`src/rtl/ldr_pkg.sv`:
```
package ldr_pkg;

   typedef enum logic [1:0] {
      DST_ONE   = 2'b00,
      DST_TWO   = 2'b01,
      DST_AONLY = 2'b10,
      DST_REF   = 2'b11
   } dst_e;

   localparam int NUM_FLAG_BITS = 3;

endpackage

```
`src/rtl/ldr_sync.sv`:
```
module ldr_sync #(
   parameter int WIDTH  = 3,
   parameter int STAGES = 2
) (
   input  logic             clk,
   input  logic             rst_n,
   input  logic [WIDTH-1:0] d,
   output logic [WIDTH-1:0] q
);

   generate
      if (STAGES == 0) begin : g_bypass
         assign q = d;
      end else begin : g_chain
         logic [WIDTH-1:0] stage_q [STAGES];
         for (genvar i = 0; i < STAGES; i++) begin : g_stage
            always_ff @(posedge clk) begin
               if (!rst_n) begin
                  stage_q[i] <= '0;
               end else if (i == 0) begin
                  stage_q[i] <= d;
               end else begin
                  stage_q[i] <= stage_q[(i == 0) ? 0 : i-1];
               end
            end
         end
         assign q = stage_q[STAGES-1];
      end
   endgenerate

endmodule

```
`src/rtl/ldr_shifter.sv`:
```
module ldr_shifter #(
   parameter int FRAME_W = 24,
   parameter int ADDR_W  = 2,
   localparam int PAY_W  = FRAME_W - ADDR_W
) (
   input  logic              clk,
   input  logic              rst_n,
   input  logic              sclk_s,
   input  logic              dat_s,
   input  logic              ld_s,
   output logic              busy,
   output logic              load,
   output logic [PAY_W-1:0]  payload,
   output logic [ADDR_W-1:0] addr
);

   localparam int CNT_W = $clog2(FRAME_W + 1);
   localparam logic [CNT_W-1:0] CNT_FULL = CNT_W'(FRAME_W);

   logic               sclk_q, ld_q;
   logic               sclk_rise, ld_rise, ld_fall;
   logic [FRAME_W-1:0] sr_q;
   logic [CNT_W-1:0]   cnt_q;

   assign sclk_rise = sclk_s & ~sclk_q;
   assign ld_rise   = ld_s & ~ld_q;
   assign ld_fall   = ~ld_s & ld_q;

   always_ff @(posedge clk) begin
      if (!rst_n) begin
         sclk_q <= 1'b0;
         ld_q   <= 1'b0;
         sr_q   <= '0;
         cnt_q  <= '0;
      end else begin
         sclk_q <= sclk_s;
         ld_q   <= ld_s;
         if (sclk_rise && ld_s) begin
            sr_q <= {sr_q[FRAME_W-2:0], dat_s};
         end
         if (ld_rise) begin
            cnt_q <= (sclk_rise) ? CNT_W'(1) : '0;
         end else if (sclk_rise && ld_s && (cnt_q != CNT_FULL)) begin
            cnt_q <= cnt_q + 1'b1;
         end
      end
   end

   assign busy    = ld_s;
   assign load    = ld_fall && (cnt_q == CNT_FULL);
   assign payload = sr_q[FRAME_W-1:ADDR_W];
   assign addr    = sr_q[ADDR_W-1:0];

   AST_CNT_BOUND: assert property (@(posedge clk) disable iff (!rst_n)
      cnt_q <= CNT_FULL);
   AST_SR_IDLE: assert property (@(posedge clk) disable iff (!rst_n)
      !ld_s |=> $stable(sr_q));

endmodule

```
`src/rtl/ldr_router.sv`:
```
module ldr_router
   import ldr_pkg::*;
#(
   parameter int PAY_W  = 22,
   parameter int ADDR_W = 2,
   parameter int A_W    = 4,
   parameter int M_W    = 15
) (
   input  logic              clk,
   input  logic              rst_n,
   input  logic              load,
   input  logic              busy,
   input  logic [PAY_W-1:0]  payload,
   input  logic [ADDR_W-1:0] addr,
   input  logic              sel_one,
   output logic [PAY_W-1:0]  one_q,
   output logic [PAY_W-1:0]  two_q,
   output logic [PAY_W-1:0]  ref_q
);

   localparam int M_LO = A_W;
   localparam int M_HI = A_W + M_W - 1;

   dst_e dst;
   logic wr_one, wr_two, wr_a, wr_ref;

   assign dst = dst_e'(addr);

   always_comb begin
      wr_one = 1'b0;
      wr_two = 1'b0;
      wr_a   = 1'b0;
      wr_ref = 1'b0;
      if (load) begin
         unique case (dst)
            DST_ONE:   wr_one = 1'b1;
            DST_TWO:   wr_two = 1'b1;
            DST_AONLY: wr_a   = 1'b1;
            DST_REF:   wr_ref = 1'b1;
            default:   wr_ref = 1'b0;
         endcase
      end
   end

   always_ff @(posedge clk) begin
      if (!rst_n) begin
         one_q <= '0;
         two_q <= '0;
         ref_q <= '0;
      end else begin
         if (wr_one) one_q <= payload;
         if (wr_two) two_q <= payload;
         if (wr_ref) ref_q <= payload;
         if (wr_a) begin
            if (sel_one) one_q[A_W-1:0] <= payload[A_W-1:0];
            else         two_q[A_W-1:0] <= payload[A_W-1:0];
         end
      end
   end

   AST_ONE_DEST: assert property (@(posedge clk) disable iff (!rst_n)
      $onehot0({wr_one, wr_two, wr_a, wr_ref}));
   AST_HOLD_BUSY: assert property (@(posedge clk) disable iff (!rst_n)
      busy |=> ($stable(one_q) && $stable(two_q) && $stable(ref_q)));
   AST_REF_ISOLATED: assert property (@(posedge clk) disable iff (!rst_n)
      wr_ref |=> ($stable(one_q) && $stable(two_q)));
   AST_AONLY_KEEPS_M: assert property (@(posedge clk) disable iff (!rst_n)
      wr_a |=> ($stable(one_q[PAY_W-1:M_LO]) && $stable(two_q[PAY_W-1:M_LO])
                && $stable(ref_q)));
   AST_M_SPAN: assert property (@(posedge clk) disable iff (!rst_n)
      wr_two |=> $stable(one_q[M_HI:M_LO]));

endmodule

```
`src/rtl/serial_word_loader.sv`:
```
module serial_word_loader
   import ldr_pkg::*;
#(
   parameter int FRAME_W     = 24,
   parameter int ADDR_W      = 2,
   parameter int A_W         = 4,
   parameter int M_W         = 15,
   parameter int SYNC_STAGES = 2,
   localparam int PAY_W      = FRAME_W - ADDR_W
) (
   input  logic             clk,
   input  logic             rst_n,
   input  logic             ser_clk,
   input  logic             ser_dat,
   input  logic             ser_ld,
   input  logic             sel_one,
   output logic [A_W-1:0]   act_a,
   output logic [M_W-1:0]   act_m,
   output logic [1:0]       act_gain,
   output logic             act_pol,
   output logic [PAY_W-1:0] ref_word
);

   localparam int G_LO = A_W + M_W;
   localparam int POL  = G_LO + 2;

   generate
      if (ADDR_W != 2) begin : g_bad_addr
         $error("serial_word_loader: address must be two bits");
      end
      if (PAY_W != A_W + M_W + NUM_FLAG_BITS) begin : g_bad_layout
         $error("serial_word_loader: payload width does not fit A, M and flags");
      end
      if (SYNC_STAGES < 0 || SYNC_STAGES > 4) begin : g_bad_sync
         $error("serial_word_loader: synchroniser depth out of range");
      end
   endgenerate

   logic [2:0]        pins_s;
   logic              busy, load;
   logic [PAY_W-1:0]  payload;
   logic [ADDR_W-1:0] addr;
   logic [PAY_W-1:0]  one_q, two_q, act_w;

   ldr_sync #(.WIDTH(3), .STAGES(SYNC_STAGES)) u_sync (
      .clk   (clk),
      .rst_n (rst_n),
      .d     ({ser_ld, ser_dat, ser_clk}),
      .q     (pins_s)
   );

   ldr_shifter #(.FRAME_W(FRAME_W), .ADDR_W(ADDR_W)) u_shift (
      .clk     (clk),
      .rst_n   (rst_n),
      .sclk_s  (pins_s[0]),
      .dat_s   (pins_s[1]),
      .ld_s    (pins_s[2]),
      .busy    (busy),
      .load    (load),
      .payload (payload),
      .addr    (addr)
   );

   ldr_router #(.PAY_W(PAY_W), .ADDR_W(ADDR_W), .A_W(A_W), .M_W(M_W)) u_route (
      .clk     (clk),
      .rst_n   (rst_n),
      .load    (load),
      .busy    (busy),
      .payload (payload),
      .addr    (addr),
      .sel_one (sel_one),
      .one_q   (one_q),
      .two_q   (two_q),
      .ref_q   (ref_q_w)
   );

   logic [PAY_W-1:0] ref_q_w;

   assign act_w    = sel_one ? one_q : two_q;
   assign act_a    = act_w[A_W-1:0];
   assign act_m    = act_w[G_LO-1:A_W];
   assign act_gain = act_w[G_LO+1:G_LO];
   assign act_pol  = act_w[POL];
   assign ref_word = ref_q_w;

   AST_LOAD_IDLE: assert property (@(posedge clk) disable iff (!rst_n)
      load |-> !busy);

endmodule

```
`config.mk`:
```
export PLATFORM = sky130hd
export DESIGN_NAME = serial_word_loader
export DESIGN_NICKNAME = d
export VERILOG_FILES = /design/src/rtl/ldr_pkg.sv /design/src/rtl/ldr_sync.sv /design/src/rtl/ldr_shifter.sv /design/src/rtl/ldr_router.sv /design/src/rtl/serial_word_loader.sv
export SDC_FILE = /design/constraint.sdc
export NUM_CORES = 1
export LEC_CHECK = 0
export BUFFER_PORTS_ARGS = -buffer_cell sky130_fd_sc_hd__buf_4
export CAP_MARGIN = 10
export CORE_AREA = 8 8 126 81
export CTS_CLUSTER_SIZE = 12
export DETAILED_ROUTE_END_ITERATION = 16
export DIE_AREA = 0 0 134 89
export PLACE_DENSITY = 0.78
export REMOVE_ABC_BUFFERS = 1
export SLEW_MARGIN = 20
export SYNTH_ARGS = -nofsm -noshare
export SYNTH_HDL_FRONTEND = slang
export SYNTH_HIERARCHICAL = 1
export SYNTH_SLANG_ARGS = --single-unit
```
`constraint.sdc`:
```
create_clock -name clk -period 2.1 [get_ports clk]
set_input_delay 0.42 -clock clk [delete_from_list [all_inputs] [get_ports clk]]
set_output_delay 0.42 -clock clk [all_outputs]
set_load 0.005 [all_outputs]
```
# Word level (Yosys, flattened, before mapping)

Memories as Yosys holds them, arrays and structs flattened.
Index checks and enable logic that the tools add are counted.

Register bits: 97
RAM bits: 6
Output and inout port bits: 44
Memories: 1

Memory list:

| memory                 | words | bits a word | read ports | clocked after memory_dff | write ports | RTL line       | RTL |
|---|---|---|---|---|---|---|---|
| u_sync.g_chain.stage_q | 2     | 3           | 2          | 0                        | 2           | ldr_sync.sv:15 | `logic [WIDTH-1:0] stage_q [STAGES];` |

Add/subtract/negate cells: 1
Equal/unequal tests: 5
Mux-type cells: 22
Bitwise operators: 8
Reduce and logical (&&, ||, !) cells: 5

Operator list:

| kind                  | number |
|---|---|
| $mux W4               | 6 |
| $mux W22              | 1 |
| $mux W1               | 11 |
| $mux W5               | 2 |
| $mux W3               | 2 |
| $add A5 B1 Y5 const B | 1 |
| $eq A5 B5 Y1 const B  | 1 |
| $ne A5 B5 Y1 const B  | 1 |
| $eq A2 B2 Y1 const B  | 2 |
| $and A1 B1 Y1         | 3 |
| $logic_and A1 B1 Y1   | 3 |
| $not A1 Y1            | 3 |
| $eq A2 B1 Y1 const B  | 1 |
| $logic_not A2 Y1      | 1 |
| $or A1 B1 Y1          | 2 |
| $reduce_bool A2 Y1    | 1 |

# Logic depth before layout (Yosys ltp)

Gate-level depths: netlist (run 1).
An unclocked memory read counts as a cell.

Word-level depth: 8
Gate-level depth with buffers: 10
Mapped depth without buffers: 8

# By module

Netlist (run 1), hierarchy kept.

By module, submodules not included:

| module             | instances | cells an instance | area an instance (um^2) | sequential area each (um^2) |
|---|---|---|---|---|
| ldr_router         | 1         | 293               | 2,546.2                 | 1,321.3 |
| ldr_shifter        | 1         | 145               | 1,246.2                 | 620.6 |
| serial_word_loader | 1         | 24                | 270.3                   | 0.0 |
| ldr_sync           | 1         | 12                | 157.7                   | 120.1 |

# Least setup slack after synthesis (run 1)

OpenSTA, ideal clock, no wires.

Path kind: register to register
From: reg u_shift.cnt_q[0]
To: reg u_route.one_q[4]
Data arrival time: 1.825 ns
Path slack: 0.159 ns
Cell stages (with the launch flop): 11
Period minus slack after synthesis: 1.941 ns
Cells stage by stage: dfxtp_1 -> inv_1 -> ha_1 -> and4b_4 -> nand2_1 -> nor2_1 -> or3b_1 -> buf_6 -> buf_6 -> nand2_1 -> a21boi_1

Cells in the longest elaborated chain, start to end: 3

RTL lines:

| element                        | RTL line                 | RTL |
|---|---|---|
| start: declaration             | ldr_shifter.sv:23        | `logic [CNT_W-1:0] cnt_q;` |
| start signal: assignment       | ldr_shifter.sv:42        | `cnt_q <= (sclk_rise) ? CNT_W'(1) : '0;` |
| start signal: assignment       | ldr_shifter.sv:44        | `cnt_q <= cnt_q + 1'b1;` |
| $eq A5 B5 Y1                   | ldr_shifter.sv:50        | `assign load = ld_fall && (cnt_q == CNT_FULL);` |
| $logic_and A1 B1 Y1            | ldr_shifter.sv:50        |  |
| net load                       | serial_word_loader.sv:40 | `logic busy, load;` |
| $mux W1                        | ldr_router.sv:34         | `if (load) begin` |
| end signal: assignment         | ldr_router.sv:51         | `if (wr_one) one_q <= payload;` |
| end signal: indexed assignment | ldr_router.sv:55         | `if (sel_one) one_q[A_W-1:0] <= payload[A_W-1:0];` |
| end: declaration               | ldr_router.sv:16         | `output logic [PAY_W-1:0] one_q,` |

The timed path passes the listed nets, and every way through them passes these cells.
A chain may end at the register's enable or synchronous reset.

# Worst setup path in the final report (run 1)

From: reg u_shift.cnt_q[1]
To: reg u_route.one_q[7]

Same word-level chain as after synthesis.

==> reports/qor.yml, run 1 <==
worst_hold_path:
  hold_class: "in2reg"
  min_from: "ser_dat"
clock_network:
  clock_path_buffers: 2
  clock_latency_ns: 0.35
  numCtsBuffers: 9
  cts_tree: "yes"
  root_buffer: "clkbuf_16"
  clkTransAtPathRegs_ns: 0.07
  ctsHoldBuffers: 0
  cts_htree_levels: 3
  clock-sinks: 103
setup_path:
  cp_max_fo: 9
  required_ns: 2.33
  critPathLaunchType: "flop"
  crit_family: "simple AND/OR/NAND/NOR gates"
  cpPeakStageDelay_ns: 0.45
  cp-end-kind: "flop"
  cp.buffers_inverters: 3
  cp.depth: 10
  arrival_ns: 2.25
  worstRegToRegCells: 10
  crit_chain: "inv_2, ha_2, and4b_4, nand2_1, nor2_1, buf_4, or3b_4, clkbuf_16, nand2_1, a21boi_0"
  crit_start: "u_shift/cnt_q[1]"
  path_common_cell: "nand2_1"
  crit_end: "u_route/one_q[7]"
  reg2reg_from: "u_shift/cnt_q[1]"
  worstReg2RegEnd: "u_route/one_q[7]"
  r2r_slack_ns: 0.08
  crit_type: "reg2reg"
  slowest_stage: "or3b_4"
global_route:
  top_usage_layer: "met2"
  first_global_vias: 3280
  antenna_found_initial: 0
  grt_first_pass_wirelength_um: 15900
  grt_max_degree: 61
  overflow: 0
  grt_use_met1: 0.209
  track_usage: 0.168
  use_met3: 0.0685
  use_met2: 0.260
power:
  swShare: 0.210
  finalPower_mw: 3.70
  p_int_mw: 2.92
  p_per_area_nw_per_um2: 731
  comb_power_share: 0.023
  peakVddDrop_mv: 0.533
  seq_power_share: 0.530
  leakage_nw: 1.86
  power.switching_mw: 0.779
  clkPwrFrac: 0.448
flow_run:
  cap_violations: 0
drt:
  vias: 3303
  dr.pass1.iters: 5
  drt-total-wl_um: 9570
  drt_iter0_drc: 297
  vias_per_cell: 5.19
  ant_nets: 0
  wl_per_cell_um: 15.0
  drc: 0
logic_synthesis:
  syn_inst: 473
  syn_area_per_cell_um2: 8.91
  yosys_warnings: 6
  synth_area_um2: 4210
floorplanning:
  dieArea_um2: 11900
  dieHeight_um: 89
  rows: 26
  ios: 50
  die_w_um: 134
  start_util: 0.508
  core_area_um2: 8300
place:
  placed_area_um2: 4680
  placed_cells: 618
  portBuffers: 49
  dp_hpwl_um: 6310
  place_congestion: 0.815
sta:
  worstMarginPinSlew_ns: 0.518
  rsz0062_at_grt: "true"
  finalHoldViolCount: 0
  fin_worst_skew_ns: 0.00844
  min_period_ns: 2.02
  finalMaxSlewViolations: 0
  max_freq_ghz: 0.495
  finalSetupViolCount: 0
  setup_tns_ns: 0
  relSlewSlack: 0.655
  finalCritPeriodShare: 0.963
final_layout:
  finish.utilization: 0.610
  drive_gt1_frac: 0.213
  n_antenna_cell: 0
  stdcell_area_um2: 5060
  area_delta_synth_final_pct: 20.1
  nets: 528
  fin_cells: 637
outcome:
  status: "complete, no violations"
metrics by stage:
stage | hold WS (ns) | setup slack [ns]
after floorplan | 0.406 | 0.151
after global placement | 0.415 | 0.180
after detailed placement | 0.417 | 0.0705
after CTS | 0.269 | 0.0130
after global routing | 0.272 | -0.00544
final | 0.277 | 0.0783
what timing repair did:
item                                    CTS  global route
endpoints found under the setup margin    0            22
setup buffers                             0             1
resized for setup                         0            10
layer usage:
metal  routed length (um)  vias up
li1                     -     1662
met5                    0        -
met1                 4370     1534
met4                  136        0
met3                  811       12
met2                 4250       95
sequential cells by signal, summed over array words and instances (netlist names):
signal	flops
u_sync/g_chain.stage_q	6
u_shift/cnt_q	5
u_route/two_q	22
u_shift/ld_q	1
u_shift/sr_q	24
u_route/one_q	22
u_route/ref_q	22
u_shift/sclk_q	1
worst reg2reg max path: cells and delay by family (launching register included):
| kind | cells | cell delay [ns] |
|---|---|---|
| AND/OR/NAND/NOR | 5 | 0.89 |
| buffers and inverters | 3 | 0.41 |
| flip-flops | 1 | 0.36 |
| adder cells (fa/ha/maj) | 1 | 0.18 |
| AO/OA/AOI/OAI | 1 | 0.08 |
worst min path at each step:
stage / cells past startpoint / end / slack (ns)
floorplan: 1 / u_sync/g_chain.stage_q[1][1] / 0.41
global placement: 1 / u_sync/g_chain.stage_q[1][1] / 0.41
detailed placement: 1 / u_sync/g_chain.stage_q[1][1] / 0.42
CTS: 2 / u_sync/g_chain.stage_q[0][1] / 0.27
global route: 2 / u_sync/g_chain.stage_q[0][2] / 0.27
finish: 2 / u_sync/g_chain.stage_q[0][1] / 0.28
power groups by stage:
stage / logic, mW / registers [mW] / clock network [mW]
3_3_place_gp: 0.0830 / 2.01 / 0
2_1_floorplan: 0.0369 / 2.01 / 0
5_1_grt: 0.0916 / 1.96 / 1.78
3_5_place_dp: 0.0842 / 2.01 / 0
4_1_cts: 0.0842 / 1.96 / 1.69
6_report: 0.0834 / 1.96 / 1.66
cell type report:
| class | instances | area [um^2] |
|---|---|---|
| Inverter | 3 | 11.3 |
| Tap cell | 112 | 140 |
| Sequential cell | 103 | 2070 |
| Timing Repair Buffer | 64 | 566 |
| Multi-Input combinational cell | 339 | 1980 |
| Clock buffer | 9 | 225 |
| Fill cell | 714 | 3230 |
| Clock inverter | 7 | 72.6 |
cell usage in the layout (no fill, tap or decap), drive strengths merged:
| cell type | n |
|---|---|
| and3 | 1 |
| or2b | 1 |
| clkbuf | 11 |
| clkinv | 3 |
| nand2 | 174 |
| and4b | 1 |
| nand4b | 1 |
| o211a | 1 |
| inv | 4 |
| ha | 2 |
| o21a | 1 |
| clkinvlp | 2 |
| nand2b | 2 |
| nand3b | 4 |
| nor2b | 2 |
| buf | 62 |
| mux2i | 6 |
| nand3 | 8 |
| or3b | 1 |
| nor3b | 1 |
| nor2 | 1 |
| a21oi | 3 |
| nand4 | 3 |
| a21boi | 86 |
| and2 | 8 |
| and3b | 2 |
| bufinv | 1 |
| dfxtp | 103 |
| or4 | 1 |
| o21ai | 7 |
| mux2 | 22 |
Note: power is estimated with default switching activity, not from simulation.
==> run 2, diff against run 1 <==
GPL_TIMING_DRIVEN = 0   (was not set)
==> reports/qor.yml, run 2 (synthesis gave the netlist of run 1 again) <==
floorplanning:
  dieHeight_um: 89
  die_w_um: 134
  ios: 50
  dieArea_um2: 11900
  start_util: 0.508
  core_area_um2: 8300
  rows: 26
sta:
  finalCritPeriodShare: 0.934
  finalSetupViolCount: 0
  setup_tns_ns: 0
  rsz0062_at_grt: "false"
  max_freq_ghz: 0.510
  finalHoldViolCount: 0
  relSlewSlack: 0.429
  min_period_ns: 1.96
  fin_worst_skew_ns: 0.00356
  finalMaxSlewViolations: 0
  worstMarginPinSlew_ns: 0.857
final_layout:
  finish.utilization: 0.606
  fin_cells: 631
  final_common_cell: "nand2_1"
  largest_register: "u_shift/sr_q"
  area_delta_synth_final_pct: 19.2
  drive_gt1_frac: 0.216
  n_antenna_cell: 0
  largest_reg_flops: 24
  nets: 523
  final_cell_mix: "nand2_1, dfxtp_1, a21boi_0"
flow_run:
  cap_violations: 0
clock_network:
  cts_tree: "yes"
  clkTransAtPathRegs_ns: 0.06
  root_buffer: "clkbuf_16"
  clock_latency_ns: 0.34
  numCtsBuffers: 9
  clock-sinks: 103
  cts_htree_levels: 3
  clock_path_buffers: 2
setup_path:
  worstRegToRegCells: 8
  cpPeakStageDelay_ns: 0.43
  cp_max_fo: 18
  slowest_stage: "and3b_4"
  crit_chain: "inv_2, ha_4, and4b_4, nand2_2, nor2_2, and3b_4, nand2_1, a21boi_0"
  cp-end-kind: "flop"
  required_ns: 2.36
  crit_type: "reg2reg"
  cp.depth: 8
  cp.buffers_inverters: 1
  arrival_ns: 2.22
  critPathLaunchType: "flop"
  crit_family: "simple AND/OR/NAND/NOR gates"
place:
  placed_cells: 606
  portBuffers: 49
  dp_hpwl_um: 5860
  place_congestion: 0.744
drt:
  drc: 0
  wl_per_cell_um: 15.8
  ant_nets: 0
  vias: 3284
  vias_per_cell: 5.20
  drt_iter0_drc: 221
  dr.pass1.iters: 5
  drt-total-wl_um: 9970
global_route:
  antenna_found_initial: 0
  grt_max_degree: 109
  track_usage: 0.170
  overflow: 0
  first_global_vias: 3205
  grt_first_pass_wirelength_um: 16100
worst_hold_path:
  hold_depth: 2
  hold_class: "in2reg"
power:
  finalPower_mw: 3.86
  leakage_nw: 1.85
  peakVddDrop_mv: 0.523
  p_per_area_nw_per_um2: 769
outcome:
  status: "complete, no violations"
[run 2: cell count changes in the layout (fill, tap and decap cells not counted), moves of 2 or more]
cell / before / now
and3b_1: 2 / 0
buf_12: 4 / 0
buf_4: 58 / 56
clkbuf_16: 11 / 9
clkbuf_8: 0 / 3
clkinvlp_4: 2 / 0
[run 2: power by group]
group | internal [mW] | total [mW] | switching (mW)
clock | 1.13 | 1.82 | 0.683
sequential | 1.96 | 1.97 | 0.00571
combinational | 0.0388 | 0.0815 | 0.0428
total | 3.13 | 3.86 | 0.732
[run 2: path summary, 6_finish.rpt]
check | startpoint | to | slack, ns
worst max-delay path | u_shift/cnt_q[0] | u_route/two_q[21] | 0.14
worst min-delay path | ser_clk | u_sync/g_chain.stage_q[0][0] | 0.28
worst max register to register | u_shift/cnt_q[0] | u_route/two_q[21] | 0.14
worst min register to register | u_sync/g_chain.stage_q[0][0] | u_sync/g_chain.stage_q[1][0] | 0.43
[run 2: per-stage QoR]
stage               instance area [um^2]  hold WS, ns  worst slack (ns)
floorplan                           4040        0.406             0.151
global placement                    4550        0.417            -0.309
detailed placement                  4550        0.421            -0.445
CTS                                 4950        0.268            0.0105
global route                        5020        0.268            0.0250
finish                              5020        0.282             0.138
[run 2: timing repair]
action | in CTS | in global routing
pin swaps | 1 | 3
setup buffers | 4 | 3
setup endpoints to repair | 63 | 64
hold buffers | 0 | 0
gates cloned | 1 | 2
gates resized for setup | 9 | 12
[run 2: layout make-up]
type | instances | area, um^2
Timing Repair Buffer | 56 | 420
Tap cell | 112 | 140
Multi-Input combinational cell | 342 | 2060
Sequential cell | 103 | 2060
Inverter | 3 | 11.3
Fill cell | 724 | 3270
Clock inverter | 3 | 65.1
Clock buffer | 12 | 267
[run 2: layer usage]
metal  part of all wire  wire [um]  GRT usage
met1               0.47       4710      0.213
met3              0.067        665     0.0606
met2               0.44       4430      0.270
met5                  0          0          0
met4              0.016        159     0.0588
==> run 3, diff against run 2 <==
CORE_AREA = 8 8 163 103   (was 8 8 126 81)
DIE_AREA = 0 0 171 111   (was 0 0 134 89)
PLACE_DENSITY = 0.52   (was 0.78)
==> reports/qor.yml, run 3 (synthesis gave the netlist of run 1 again) <==
outcome:
  status: "complete, no violations"
global_route:
  track_usage: 0.112
  first_global_vias: 3206
  grt_first_pass_wirelength_um: 16800
  antenna_found_initial: 0
  overflow: 0
  grt_max_degree: 109
clock_network:
  clock_latency_ns: 0.34
  clock-sinks: 103
  cts_htree_levels: 3
  clkTransAtPathRegs_ns: 0.07
  numCtsBuffers: 9
  clock_path_buffers: 2
  root_buffer: "clkbuf_16"
  ctsHoldBuffers: 0
  cts_tree: "yes"
place:
  placed_cells: 693
  place_congestion: 0.679
  dp_hpwl_um: 6420
  portBuffers: 49
sta:
  finalSetupViolCount: 0
  finalMaxSlewViolations: 0
  hold_slack_ns: 0.283
  rsz0062_at_grt: "true"
  min_period_ns: 2.02
  fin_worst_skew_ns: 0.00854
  relSlewSlack: 0.386
  finalHoldViolCount: 0
  max_freq_ghz: 0.494
  worstMarginPinSlew_ns: 0.921
  finalCritPeriodShare: 0.963
final_layout:
  final_common_cell: "nand2_1"
  drive_gt1_frac: 0.197
  n_antenna_cell: 0
  area_delta_synth_final_pct: 21.0
  final_cell_mix: "nand2_1, dfxtp_1, a21boi_0"
  largest_register: "u_shift/sr_q"
  nets: 520
  largest_reg_flops: 24
  fin_cells: 715
drt:
  drc: 0
  vias: 3241
  dr.pass1.iters: 4
  wl_per_cell_um: 14.8
  drt_iter0_drc: 175
  drt-total-wl_um: 10600
  ant_nets: 0
  vias_per_cell: 4.53
flow_run:
  cap_violations: 0
floorplanning:
  dieArea_um2: 19000
  ios: 50
  core_area_um2: 14300
  dieHeight_um: 111
  rows: 34
  die_w_um: 171
  start_util: 0.295
setup_path:
  cp-end-kind: "flop"
  crit_type: "reg2reg"
  cp_max_fo: 18
  arrival_ns: 2.25
  critPathLaunchType: "flop"
  required_ns: 2.33
  reg2reg_from: "u_shift/cnt_q[0]"
  crit_start: "u_shift/cnt_q[0]"
worst_hold_path:
  hold_class: "in2reg"
  min_from: "ser_dat"
power:
  p_per_area_nw_per_um2: 749
  finalPower_mw: 3.82
  peakVddDrop_mv: 0.329
  leakage_nw: 1.83
## run 3: cell type report
cell class	instances	area (um^2)
clock buffers	13	240
clock inverters	3	67.6
fillers	1488	9200
inverters	3	11.3
multi-input cells	339	2020
flip-flops and latches	103	2060
well taps	198	248
repair buffers	56	453
## run 3: worst max-delay path, cell delays in order (launching register included)
cell	delay, ns
dfxtp_2	0.34
inv_1	0.06
ha_1	0.17
and4b_4	0.26
nand2_1	0.09
nor2_4	0.22
or3b_4	0.56
nand2_1	0.11
a21boi_0	0.08
## run 3: repair_timing
action / 4_1_cts / 5_1_grt
setup endpoints to repair: 62 / 34
buffers inserted: 2 / 4
pin swaps: 0 / 5
gates resized for setup: 11 / 4
## run 3: path summary, 6_finish.rpt
path | depth (start not counted) | end | slack [ns]
worst max-delay path | 8 | u_route/one_q[11] | 0.08
worst min-delay path | 2 | u_sync/g_chain.stage_q[0][1] | 0.28
worst max register to register | 8 | u_route/one_q[11] | 0.08
worst min register to register | 1 | u_sync/g_chain.stage_q[1][1] | 0.43
## run 3: metal layers
layer  GRT usage  vias to the layer above  part of all wire
met5           0                        -                 0
met4      0.0456                        0             0.018
met3      0.0341                       13             0.063
met2       0.162                       77              0.42
met1       0.152                     1515              0.50
li1            -                     1636                 -
## run 3: power breakdown
part / switching [mW] / internal [mW]
clock network: 0.722 / 1.05
logic: 0.0454 / 0.0390
registers: 0.00366 / 1.96
## run 3: stage by stage
| step | cell area [um^2] | utilization | setup WS, ns | setup TNS [ns] |
|---|---|---|---|---|
| 6_report | 5100 | 0.357 | 0.0776 | 0 |
| 2_1_floorplan | 4040 | - | 0.151 | 0 |
| 5_1_grt | 5100 | 0.357 | -0.0529 | -0.222 |
| 3_5_place_dp | 4670 | 0.327 | -0.628 | -26.85 |
| 3_3_place_gp | 4660 | 0.326 | -0.507 | -22.12 |
| 4_1_cts | 5050 | 0.353 | 0.0399 | 0 |
